`src/rtl/dac_regbank_pkg.sv`:
```
package dac_regbank_pkg;

  localparam int SPAN_W  = 4;
  localparam int RANGE_W = 3;

  typedef enum logic [2:0] {
    OP_NOP     = 3'd0,
    OP_WR_CODE = 3'd1,
    OP_WR_SPAN = 3'd2,
    OP_UPDATE  = 3'd3,
    OP_READ    = 3'd4
  } op_e;

  typedef enum logic [1:0] {
    BUF_IN_CODE  = 2'd0,
    BUF_ACT_CODE = 2'd1,
    BUF_IN_SPAN  = 2'd2,
    BUF_ACT_SPAN = 2'd3
  } buf_e;

  typedef enum logic [RANGE_W-1:0] {
    RNG_UNI_1X   = 3'd0,
    RNG_UNI_2X   = 3'd1,
    RNG_BIP_2X   = 3'd2,
    RNG_BIP_1X   = 3'd3,
    RNG_BIP_HALF = 3'd4,
    RNG_OFFSET   = 3'd5
  } range_e;

  function automatic range_e span_to_range(input logic [SPAN_W-1:0] code);
    range_e r;
    case (code)
      4'd0:    r = RNG_UNI_1X;
      4'd1:    r = RNG_UNI_2X;
      4'd2:    r = RNG_BIP_2X;
      4'd3:    r = RNG_BIP_1X;
      4'd4:    r = RNG_BIP_HALF;
      4'd5:    r = RNG_OFFSET;
      default: r = RNG_UNI_1X;
    endcase
    return r;
  endfunction

endpackage

```
`src/rtl/dac_pin_sync.sv`:
```
module dac_pin_sync #(
  parameter int STAGES = 2
) (
  input  logic clk,
  input  logic rst_n,
  input  logic pin_n,
  input  logic cs_n,
  output logic fire
);

  logic [STAGES-1:0] pin_sh_q, pin_sh_d;
  logic [STAGES-1:0] cs_sh_q, cs_sh_d;
  logic              pin_prev_q, pin_prev_d;
  logic              pin_s, cs_s;

  assign pin_s = pin_sh_q[STAGES-1];
  assign cs_s  = cs_sh_q[STAGES-1];

  always_comb begin
    pin_sh_d   = {pin_sh_q[STAGES-2:0], pin_n};
    cs_sh_d    = {cs_sh_q[STAGES-2:0], cs_n};
    pin_prev_d = pin_s;
  end

  always_ff @(posedge clk or negedge rst_n) begin
    if (!rst_n) begin
      pin_sh_q   <= '1;
      cs_sh_q    <= '1;
      pin_prev_q <= 1'b1;
    end else begin
      pin_sh_q   <= pin_sh_d;
      cs_sh_q    <= cs_sh_d;
      pin_prev_q <= pin_prev_d;
    end
  end

  // one pulse per high-to-low transition, gated by chip select sampled alongside
  assign fire = pin_prev_q && !pin_s && cs_s;

endmodule

```
`src/rtl/dac_chan_regs.sv`:
```
module dac_chan_regs
  import dac_regbank_pkg::*;
#(
  parameter int DW = 16,
  parameter int SW = SPAN_W
) (
  input  logic          clk,
  input  logic          rst_n,
  input  logic          wr_code,
  input  logic          wr_span,
  input  logic          upd,
  input  logic          manual,
  input  logic [2:0]    strap,
  input  logic [DW-1:0] wdata,
  output logic [DW-1:0] in_code,
  output logic [DW-1:0] act_code,
  output logic [SW-1:0] in_span,
  output logic [SW-1:0] eff_span,
  output logic [RANGE_W-1:0] range
);

  logic [DW-1:0] in_code_q, in_code_d;
  logic [DW-1:0] act_code_q, act_code_d;
  logic [SW-1:0] in_span_q, in_span_d;
  logic [SW-1:0] act_span_q, act_span_d;
  logic          in_code_en, act_code_en, in_span_en, act_span_en;

  assign in_code_en  = wr_code;
  assign in_span_en  = wr_span;
  assign act_code_en = upd;
  assign act_span_en = upd && !manual;

  always_comb begin
    in_code_d  = in_code_q;
    act_code_d = act_code_q;
    in_span_d  = in_span_q;
    act_span_d = act_span_q;
    if (in_code_en)  in_code_d  = wdata;
    if (in_span_en)  in_span_d  = wdata[SW-1:0];
    if (act_code_en) act_code_d = in_code_q;
    if (act_span_en) act_span_d = in_span_q;
  end

  always_ff @(posedge clk or negedge rst_n) begin
    if (!rst_n) begin
      in_code_q  <= '0;
      act_code_q <= '0;
      in_span_q  <= '0;
      act_span_q <= '0;
    end else begin
      in_code_q  <= in_code_d;
      act_code_q <= act_code_d;
      in_span_q  <= in_span_d;
      act_span_q <= act_span_d;
    end
  end

  assign in_code  = in_code_q;
  assign act_code = act_code_q;
  assign in_span  = in_span_q;
  assign eff_span = manual ? SW'(strap) : act_span_q;
  assign range    = span_to_range(eff_span);

endmodule

```
`src/rtl/dac_readback.sv`:
```
module dac_readback
  import dac_regbank_pkg::*;
#(
  parameter int NCH = 2,
  parameter int DW  = 16,
  parameter int SW  = SPAN_W,
  localparam int CHW = (NCH > 1) ? $clog2(NCH) : 1
) (
  input  logic [CHW-1:0]    ptr_ch,
  input  logic [1:0]        ptr_buf,
  input  logic [NCH*DW-1:0] in_code_all,
  input  logic [NCH*DW-1:0] act_code_all,
  input  logic [NCH*SW-1:0] in_span_all,
  input  logic [NCH*SW-1:0] eff_span_all,
  output logic [DW-1:0]     rd_word
);

  always_comb begin
    int sel;
    sel     = int'(ptr_ch);
    rd_word = '0;
    if (sel < NCH) begin
      case (ptr_buf)
        BUF_IN_CODE:  rd_word = in_code_all[sel*DW +: DW];
        BUF_ACT_CODE: rd_word = act_code_all[sel*DW +: DW];
        BUF_IN_SPAN:  rd_word = {{(DW-SW){1'b0}}, in_span_all[sel*SW +: SW]};
        default:      rd_word = {{(DW-SW){1'b0}}, eff_span_all[sel*SW +: SW]};
      endcase
    end
  end

endmodule

```
`src/rtl/dac_regbank.sv`:
```
module dac_regbank
  import dac_regbank_pkg::*;
#(
  parameter int NCH         = 2,
  parameter int DW          = 16,
  parameter int SYNC_STAGES = 2,
  localparam int SW  = SPAN_W,
  localparam int CHW = (NCH > 1) ? $clog2(NCH) : 1
) (
  input  logic                   clk,
  input  logic                   rst_n,
  input  logic                   req_valid,
  input  logic [2:0]             req_op,
  input  logic                   req_all,
  input  logic [CHW-1:0]         req_ch,
  input  logic [1:0]             req_buf,
  input  logic [DW-1:0]          req_data,
  input  logic                   upd_all_n,
  input  logic                   cs_n,
  input  logic                   manual_span,
  input  logic [2:0]             span_strap,
  output logic [NCH*DW-1:0]      act_code,
  output logic [NCH*SW-1:0]      act_span,
  output logic [NCH*RANGE_W-1:0] act_range,
  output logic [DW-1:0]          rd_word
);

  logic            pin_upd;
  logic            is_wr_code, is_wr_span, is_upd, is_read;
  logic [NCH-1:0]  ch_hit;
  logic [NCH-1:0]  upd_vec;
  logic            upd_any;
  logic [CHW-1:0]  ptr_ch_q, ptr_ch_d;
  logic [1:0]      ptr_buf_q, ptr_buf_d;
  logic            ptr_en;

  logic [NCH*DW-1:0] in_code_all;
  logic [NCH*SW-1:0] in_span_all;

  dac_pin_sync #(.STAGES(SYNC_STAGES)) u_pin_sync (
    .clk   (clk),
    .rst_n (rst_n),
    .pin_n (upd_all_n),
    .cs_n  (cs_n),
    .fire  (pin_upd)
  );

  assign is_wr_code = req_valid && (req_op == OP_WR_CODE);
  assign is_wr_span = req_valid && (req_op == OP_WR_SPAN);
  assign is_upd     = req_valid && (req_op == OP_UPDATE);
  assign is_read    = req_valid && (req_op == OP_READ);

  for (genvar i = 0; i < NCH; i++) begin : g_chan
    logic [DW-1:0] ch_in_code, ch_act_code;
    logic [SW-1:0] ch_in_span, ch_eff_span;
    logic [RANGE_W-1:0] ch_range;

    assign ch_hit[i]  = req_all || (int'(req_ch) == i);
    assign upd_vec[i] = (is_upd && ch_hit[i]) || pin_upd;

    dac_chan_regs #(.DW(DW), .SW(SW)) u_regs (
      .clk      (clk),
      .rst_n    (rst_n),
      .wr_code  (is_wr_code && ch_hit[i]),
      .wr_span  (is_wr_span && ch_hit[i]),
      .upd      (upd_vec[i]),
      .manual   (manual_span),
      .strap    (span_strap),
      .wdata    (req_data),
      .in_code  (ch_in_code),
      .act_code (ch_act_code),
      .in_span  (ch_in_span),
      .eff_span (ch_eff_span),
      .range    (ch_range)
    );

    assign in_code_all[i*DW +: DW]       = ch_in_code;
    assign act_code[i*DW +: DW]          = ch_act_code;
    assign in_span_all[i*SW +: SW]       = ch_in_span;
    assign act_span[i*SW +: SW]          = ch_eff_span;
    assign act_range[i*RANGE_W +: RANGE_W] = ch_range;
  end

  assign upd_any = |upd_vec;

  // readback pointer: explicit on read, otherwise follows the touched buffer
  assign ptr_en = is_read || is_wr_code || is_wr_span || is_upd;

  always_comb begin
    ptr_ch_d  = ptr_ch_q;
    ptr_buf_d = ptr_buf_q;
    if (ptr_en) begin
      ptr_ch_d = req_ch;
      if (is_read)         ptr_buf_d = req_buf;
      else if (is_wr_code) ptr_buf_d = BUF_IN_CODE;
      else if (is_wr_span) ptr_buf_d = BUF_IN_SPAN;
      else                 ptr_buf_d = BUF_ACT_CODE;
    end
  end

  always_ff @(posedge clk or negedge rst_n) begin
    if (!rst_n) begin
      ptr_ch_q  <= '0;
      ptr_buf_q <= BUF_IN_CODE;
    end else begin
      ptr_ch_q  <= ptr_ch_d;
      ptr_buf_q <= ptr_buf_d;
    end
  end

  dac_readback #(.NCH(NCH), .DW(DW), .SW(SW)) u_readback (
    .ptr_ch       (ptr_ch_q),
    .ptr_buf      (ptr_buf_q),
    .in_code_all  (in_code_all),
    .act_code_all (act_code),
    .in_span_all  (in_span_all),
    .eff_span_all (act_span),
    .rd_word      (rd_word)
  );

endmodule

```
`config.mk`:
```
export PLATFORM = sky130hd
export DESIGN_NAME = dac_regbank
export DESIGN_NICKNAME = d
export VERILOG_FILES = /design/src/rtl/dac_regbank_pkg.sv /design/src/rtl/dac_pin_sync.sv /design/src/rtl/dac_chan_regs.sv /design/src/rtl/dac_readback.sv /design/src/rtl/dac_regbank.sv
export SDC_FILE = /design/constraint.sdc
export NUM_CORES = 1
export LEC_CHECK = 0
export ABC_AREA = 1
export CAP_MARGIN = 0
export CORE_MARGIN = 5
export CORE_UTILIZATION = 55
export CTS_BUF_LIST = sky130_fd_sc_hd__clkbuf_16
export DETAILED_ROUTE_END_ITERATION = 8
export PLACE_DENSITY = 0.85
export SYNTH_ARGS = -nofsm -noshare
export SYNTH_HDL_FRONTEND = slang
export SYNTH_HIERARCHICAL = 1
export SYNTH_SLANG_ARGS = --single-unit
```
`constraint.sdc`:
```
create_clock -name clk -period 3.3 [get_ports clk]
set_input_delay 0.495 -clock clk [delete_from_list [all_inputs] [get_ports clk]]
set_output_delay 0.495 -clock clk [all_outputs]
set_load 0.02 [all_outputs]
```
# Yosys cells after proc, flatten, opt, wreduce, memory -nomap -nowiden
# Cells that the tools add are included.
[op_classes]
eq_ne = 16
shifts = 4
mux = 8
n_bitwise = 1
reduce_logical = 24
[ops]
columns = ["operator", "count"]
rows = [
  ["$shiftx A32 B6 Y16", 2],
  ["$pmux W16 S3", 1],
  ["$pmux W3 S5", 2],
  ["$eq A4 B2 Y1 const B", 4],
  ["$eq A4 B3 Y1 const B", 4],
  ["$shiftx A8 B4 Y4", 2],
  ["$logic_and A1 B1 Y1", 14],
  ["$eq A4 B1 Y1 const B", 2],
  ["$mux W4", 2],
  ["$logic_or A1 B1 Y1", 7],
  ["$eq A3 B2 Y1 const B", 2],
  ["$mux W2", 3],
  ["$eq A3 B1 Y1 const B", 1],
  ["$eq A3 B3 Y1 const B", 1],
  ["$eq A2 B1 Y1 const B", 1],
  ["$eq A2 B2 Y1 const B", 1],
  ["$logic_not A1 Y1", 2],
  ["$logic_not A2 Y1", 1],
  ["$not A1 Y1", 1],
]
[totals]
regBits = 88
in_bits = 32
output_inout_bits = 62
elab_cells = 66

# Logic depth before layout (Yosys ltp)
# Gate-level depths: netlist (run 1).
[depth]
depth_word = 5
ltp_mapped = 10
ltp_nobuf = 10

# Cells and area by module
# The synthesis (run 1) kept the hierarchy.
[by_module_without_submodules]
columns = ["module", "instances", "cells_per_inst", "area_per_inst_um2", "seq_area_each_um2"]
rows = [
  ["dac_chan_regs", 2, 167, 1566.5, 1001.0],
  ["dac_readback", 1, 236, 1033.5, 0.0],
  ["dac_regbank", 1, 44, 261.5, 75.1],
  ["dac_pin_sync", 1, 7, 141.4, 131.4],
]

# Worst setup path before layout (run 1)
# Ideal clock, no wire load.
[synth_timing]
kind = "in2out"
start = "input manual_span"
end = "output rd_word[2]"
arrival_time_ps = 1356
required_time_ps = 2805
path_slack_ps = 1449
cell_stages = 10
n_path_buf = 0
path_cell_list = "inv_2 nand2_1 and2_1 inv_1 inv_1 nand2_1 nand3_1 nand2_1 nand2_1 nand2_1"
[synth_via]
elab_chain_len = 3
elab_cells_between_ends = 4
cone_classes = "1 x shift; 3 x mux"
[synth_lines]
columns = ["item", "line_no", "text"]
rows = [
  ["from (decl)", "dac_regbank.sv:20", "input logic manual_span,"],
  ["$mux W4", "dac_chan_regs.sv:61", "assign eff_span = manual ? SW'(strap) : act_span_q;"],
  ["via act_span[6]", "dac_regbank.sv:23", "output logic [NCH*SW-1:0] act_span,"],
  ["$shiftx A8 B4 Y4", "dac_readback.sv:27", "default: rd_word = {{(DW-SW){1'b0}}, eff_span_all[sel*SW +: SW]};"],
  ["$pmux W16 S3", "dac_readback.sv:23", "case (ptr_buf)"],
  ["to (decl)", "dac_regbank.sv:25", "output logic [DW-1:0] rd_word"],
]
# The timed path passes the listed nets, and every way through them passes these cells.

# Worst setup path in the final report (run 1)
[layout_timing]
start = "input manual_span"
end = "output rd_word[2]"
[layout_via]
elab_chain_len = 3
elab_cells_between_ends = 4
cone_classes = "1 x shift; 3 x mux"
[layout_lines]
columns = ["item", "line_no"]
rows = [
  ["$mux W4", "dac_chan_regs.sv:61"],
  ["$shiftx A8 B4 Y4 (*)", "dac_readback.sv:27"],
  ["$pmux W16 S3 (*)", "dac_readback.sv:23"],
]
# Every way passes the cells marked *; elsewhere a longest branch is shown, timed or not.

==> flow_metrics.py, run 1 <==
metrics = {
    "timing": {
        "period_share_pct": 94.7,
        "slew_headroom_pct": 28.8,
        "rsz0062_at_grt": "no",
        "hold_viol": 0,
        "slew_viol_final": 0,
        "finClkSkew_ps": 6.99,
        "worst_slack_ps": 175,
        "layout_min_cycle_time_ps": 3130,
        "finalSetupViolCount": 0,
        "fmax_ghz": 0.320,
        "setup-tns-final_ps": 0,
        "tightestPinTransition_ps": 1070,
        "whs_ps": 347,
    },
    "critical_path": {
        "r2r_end": "g_chan[1].u_regs/act_span_q[3]$_DFFE_PN0P_",
        "crit_required_ps": 2800,
        "r2r_cells": 8,
        "critPathKind": "in2out",
        "r2r_slack_ps": 1630,
        "cp-startpoint": "manual_span",
        "r2r-start": "u_pin_sync/cs_sh_q[1]$_DFF_PN1_",
        "worstPathArrival_ps": 2630,
        "cp-end-kind": "output pin",
        "start_kind": "input port",
        "cp_max_fo": 10,
    },
    "die": {
        "rows": 33,
        "die_y_um": 101,
        "io_pins": 94,
        "dieArea_sq_um": 10200,
        "fp.dieW_um": 101,
        "initial_core_util_pct": 55.9,
        "coreArea_sq_um": 8180,
    },
    "cells_and_area": {
        "final_common_cell": "nand2_1",
        "num_antenna_cells": 0,
        "layout_common_cells": "182 x nand2_1, 113 x inv_1, 92 x clkdlybuf4s50_1, 83 x dfrtp_1, 50 x o21ai_0",
        "area.growth.synth_to_final_pct": 26.9,
        "stdcell_count": 814,
        "drive_gt1_share_pct": 6.91,
        "fin_nets": 736,
    },
    "logic_synthesis": {
        "synthCells": 621,
        "synth_seq_area_share_pct": 48.3,
        "ys_seq_elements": 88,
        "synth_fp_nets": 653,
        "yosys_warnings": 6,
        "synth_cell_types": 25,
        "syn_area_sq_um": 4570,
        "syn_area_per_cell_sq_um": 7.36,
    },
    "grt": {
        "antenna_found_initial": 0,
        "grt.overflow.total": 0,
        "grtUsageTotal_pct": 25.0,
        "grt_first_pass_wirelength_um": 20100,
        "first_global_vias": 4046,
        "grt_max_degree": 89,
    },
    "pwr": {
        "power.leakage_nw": 2.95,
        "p_int_mw": 2.56,
        "p_comb_share_pct": 39.1,
        "powerDensity_nw_per_um2": 706,
        "power_mw": 4.09,
        "netSwitchingFraction_pct": 37.4,
        "ir_drop_mv": 0.338,
        "pwr-share-clk_pct": 23.7,
        "power_switching_mw": 1.53,
        "power.share.sequential_pct": 37.2,
    },
    "clock_tree": {
        "cts_resized": 0,
        "root_buffer": "clkbuf_16",
        "max-clock-path-buffers": 2,
        "cts_tree": "done",
        "post-cts-setup-buffers": 0,
        "cts-hold-fix-buffers": 0,
        "htree_levels": 3,
        "clock_sinks": 88,
        "cts_buffers": 9,
        "clk_pin_slew_worst_paths_ps": 60,
        "worstSkewPairLatency_ps": 340,
    },
    "detailed_routing": {
        "first_pass_iters": 5,
        "avgViaCountPerCell": 5.31,
        "wl_per_cell_um": 15.3,
        "vias": 4321,
        "finalWirelength_um": 12500,
        "drc_errors": 0,
        "drtIter0Drc": 407,
        "antenna_left": 0,
    },
    "outcome": {
        "status": "completed",
    },
    "placed_design": {
        "io_buffers": 93,
        "post-place-cells": 798,
        "globalplace.congestion": 0.889,
        "dp_hpwl_um": 8580,
        "pre_cts_slack_ps": 207,
    },
    "run": {
        "maxCapViolCount": 0,
    },
    "hold_path": {
        "min-delay-path-class": "in2async",
    },
}
==> critical path, cell delays in order <==
cell,delay (ps)
clkdlybuf4s50_1,700
nand2_1,140
and2_1,210
inv_1,90
inv_1,50
nand2_1,60
nand3_1,80
nand2_1,90
nand2_1,50
nand2_1,70
clkdlybuf4s50_1,600
==> logic make-up after synthesis <==
family                 Yosys count  share of synthesized area, %
DFF                             88                          48.3
buffers and inverters          144                          13.6
AOI/OAI and AO/OA              100                          11.1
and+or+nand+nor                289                          27.0
==> synth_stat cells, drive strengths merged <==
library cell / n / area [sq um]
clkbuf: 2 / 7.51
nand4: 1 / 6.26
and2: 2 / 12.5
inv: 116 / 443
nand2: 187 / 728
nand3b: 5 / 37.5
o21ai: 52 / 260
a21oi: 48 / 248
nand3: 49 / 270
buf: 26 / 169
dfrtp: 83 / 2080
nor2: 45 / 179
dfstp: 5 / 131
==> how the worst max path moves through the flow <==
stage / end
after floorplan: rd_word[2]
after global placement: rd_word[2]
after detailed placement: rd_word[2]
after CTS: rd_word[2]
after global routing: rd_word[2]
final: rd_word[2]
==> area by class of cell <==
cell class              instances  area [sq um]
inverters                     116           443
multi-input cells             389          1750
flip-flops and latches         88          2210
clock buffers                   9           225
well taps                     105           131
fillers                       653          2370
repair buffers                100           981
clock inverters                 7          57.6
==> per-stage QoR <==
stage          util, %  instance area (sq um)
3_5_place_dp      67.5                   5520
2_1_floorplan        -                   4570
4_1_cts           71.0                   5800
6_report          71.0                   5800
3_3_place_gp      67.5                   5520
5_1_grt           71.0                   5800
==> power groups by stage <==
stage | Combinational [mW] | Clock (mW) | Sequential (mW)
after global placement | 1.54 | 0 | 1.52
after CTS | 1.59 | 0.979 | 1.52
after floorplan | 0.819 | 0 | 1.62
after detailed placement | 1.58 | 0 | 1.53
after global routing | 1.74 | 1.03 | 1.56
final | 1.60 | 0.969 | 1.52
==> state kept, by name, indices dropped and copies added (netlist names) <==
signal                    flops
g_chan.u_regs/act_code       32
u_pin_sync/cs_sh_q            2
ptr_ch_q                      1
u_pin_sync/pin_sh_q           2
g_chan.u_regs/in_code        32
u_pin_sync/pin_prev_q         1
g_chan.u_regs/act_span_q      8
g_chan.u_regs/in_span         8
ptr_buf_q                     2
==> per-layer routing <==
layer / GRT usage (%) / wire length, um / vias to the layer above / part of all wire (%)
met2: 39.6 / 5980 / 241 / 48
met4: 9.71 / 285 / 0 / 2.3
met1: 34.9 / 5090 / 1985 / 41
li1: - / - / 2067 / -
met3: 3.99 / 1130 / 28 / 9.0
met5: 0 / 0 / - / 0
Power figures use the tool's default switching activity.
==> run 2, diff against run 1 <==
ABC_AREA = default   (was 1)
PLACE_DENSITY = 0.86   (was 0.85)
==> run 2 against run 1 <==
Effect of this change:
- utilization is 2.1 points higher
- combinational power is 17% higher
- clock-buffer cell count stayed put
- first-iteration DRC count fell by 71%
- critical path type unchanged
- critical endpoint is now rd_word[0]
- largest power group unchanged
- highest routed layer unchanged
==> flow_metrics.py, run 2 <==
metrics = {
    "outcome": {
        "status": "completed",
    },
    "clock_tree": {
        "clk_pin_slew_worst_paths_ps": 60,
        "clock_sinks": 88,
        "cts-hold-fix-buffers": 0,
        "root_buffer": "clkbuf_16",
        "cts_resized": 0,
        "max-clock-path-buffers": 2,
        "worstSkewPairLatency_ps": 330,
        "cts_tree": "done",
        "htree_levels": 3,
        "post-cts-setup-buffers": 0,
        "cts_buffers": 9,
    },
    "pwr": {
        "pwr-share-clk_pct": 20.9,
        "power.share.sequential_pct": 37.0,
        "netSwitchingFraction_pct": 33.5,
        "power_switching_mw": 1.50,
        "p_int_mw": 2.97,
        "power.leakage_nw": 2.31,
        "powerDensity_nw_per_um2": 800,
        "p_comb_share_pct": 42.1,
        "ir_drop_mv": 0.457,
    },
    "die": {
        "coreArea_sq_um": 7650,
        "fp.dieW_um": 98.2,
        "die_y_um": 98.2,
        "io_pins": 94,
        "dieArea_sq_um": 9640,
        "initial_core_util_pct": 55.9,
        "rows": 32,
    },
    "cells_and_area": {
        "seqCellArea_sq_um": 2210,
        "area.growth.synth_to_final_pct": 30.6,
        "final_area_sq_um": 5590,
        "layout_common_cells": "92 x clkdlybuf4s50_1, 85 x mux2_2, 83 x dfrtp_1, 14 x buf_4, 12 x mux4_2",
        "multiInputGateArea_sq_um": 1930,
        "stdcell_count": 493,
        "drive_gt1_share_pct": 40.7,
        "final_common_cell": "clkdlybuf4s50_1",
        "fill_cells": 514,
        "fin_nets": 418,
        "num_antenna_cells": 0,
    },
    "critical_path": {
        "worstPathArrival_ps": 2640,
        "cp_max_fo": 6,
        "slowest_delay_ps": 660,
        "r2r_slack_ps": 1690,
        "start_kind": "input port",
        "r2r_end": "g_chan[0].u_regs/act_code[3]$_DFFE_PN0P_",
        "crit_chain": "clkdlybuf4s50_1, buf_4, mux2i_1, inv_1, o22ai_1, a221oi_1, clkdlybuf4s50_1",
        "r2r-start": "u_pin_sync/cs_sh_q[1]$_DFF_PN1_",
        "crit_required_ps": 2800,
        "crit_slowest_cell": "clkdlybuf4s50_1",
        "r2r_cells": 4,
        "cp-end-kind": "output pin",
        "critPathKind": "in2out",
        "cp-startpoint": "manual_span",
        "crit_top_cell": "clkdlybuf4s50_1",
    },
    "logic_synthesis": {
        "synth_area_leader_cell": "dfrtp_1",
        "yosys_warnings": 6,
        "synth.area.top_cells": "dfrtp_1 49%, mux2_2 22%, mux4_2 6.3%",
        "synth_top_area_share_pct": 48.6,
        "synth_cell_types": 35,
        "synth-adder-area-share_pct": 0,
        "yosysMostFrequentCell": "mux2_2",
        "synth_top_family_by_area": "multiplexers",
        "async_reset_ff_share_pct": 100,
        "synth_edf_count": 0,
        "synthMuxAreaShare_pct": 31.9,
        "synth_simple_gate_area_share_pct": 8.45,
        "synth_ff_type": "dfrtp_1",
        "synth_seq_area_share_pct": 51.6,
        "syn_area_per_cell_sq_um": 15.0,
        "ys_seq_elements": 88,
        "synth_compound_area_share_pct": 4.53,
        "synthCells": 286,
        "synth_fp_nets": 318,
        "synth_xor_area_share_pct": 0,
        "synthTopCellsByCount": "85 x mux2_2, 83 x dfrtp_1, 12 x mux4_2",
        "syn_area_sq_um": 4280,
    },
    "timing": {
        "rsz0062_at_grt": "no",
        "setup-tns-final_ps": 0,
        "hold_viol": 0,
        "tightestPinTransition_ps": 1090,
        "layout_min_cycle_time_ps": 3130,
        "slew_headroom_pct": 27.3,
        "finClkSkew_ps": 7.48,
        "slew_viol_final": 0,
        "period_share_pct": 94.9,
        "finalSetupViolCount": 0,
        "fmax_ghz": 0.319,
        "worst_slack_ps": 167,
    },
    "detailed_routing": {
        "wl_per_cell_um": 19.8,
        "finalWirelength_um": 9750,
        "first_pass_iters": 4,
        "avgViaCountPerCell": 5.64,
        "vias": 2779,
        "antenna_left": 0,
        "drtIter0Drc": 119,
        "drc_errors": 0,
    },
    "grt": {
        "antenna_found_initial": 0,
        "grtUsageMet2_pct": 35.5,
        "busiest_layer": "met2",
        "use_met3_pct": 4.71,
        "grt_max_degree": 89,
        "grt_first_pass_wirelength_um": 15900,
        "first_global_vias": 3055,
        "grt.overflow.total": 0,
        "use_met1_pct": 26.7,
        "grtUsageTotal_pct": 20.9,
    },
    "hold_path": {
        "min-delay-path-class": "in2async",
    },
    "placed_design": {
        "post-place-cells": 477,
        "pre_cts_slack_ps": 204,
        "post_dp_cell_area_sq_um": 5310,
        "io_buffers": 93,
        "dp_hpwl_um": 6890,
        "globalplace.congestion": 0.863,
    },
    "run": {
        "maxCapViolCount": 0,
    },
}
run 2: power by group through the flow:
stage	registers (mW)	clock network, mW	logic [mW]
floorplan	1.77	0	0.958
global placement	1.66	0	1.85
detailed placement	1.67	0	1.88
CTS	1.66	0.957	1.90
global route	1.70	0.997	1.98
finish	1.66	0.935	1.88
run 2: kinds of logic after synthesis:
kind of cell	Yosys count
AOI/OAI and AO/OA	24
buffers and inverters	21
DFF	88
muxes	108
and+or+nand+nor	45
run 2: cell type report:
type | count | share of cell area [%]
flip-flops and latches | 88 | 39.5
multi-input cells | 177 | 34.5
repair buffers | 106 | 18.4
clock buffers | 9 | 4.03
well taps | 102 | 2.28
clock inverters | 7 | 0.985
inverters | 4 | 0.269
run 2: metal layers:
metal  vias up  wire length [um]
met2        80              5090
met1      1411              4030
met5         -                 0
met4         0               152
li1       1274                 -
met3        14               480
run 2: through the flow:
step                      utilization (%)  power [mW]  hold slack (ps)
after floorplan                         -        2.73              199
after global placement               69.4        3.51              346
after detailed placement             69.4        3.56              351
after CTS                            73.1        4.51              360
after global routing                 73.1        4.68              366
final                                73.1        4.47              342
run 2: worst max-delay path by stage:
stage	to	slack [ps]	cells past startpoint
floorplan	rd_word[3]	990	3
finish	rd_word[0]	170	7
CTS	rd_word[0]	200	7
global route	rd_word[0]	40	7
detailed placement	rd_word[0]	200	7
global placement	rd_word[0]	280	7
run 2: critical path, delay by kind of cell:
kind,cells,cell delay [ps]
AOI/OAI and AO/OA,2,410
muxes,1,120
buffers and inverters,4,1610
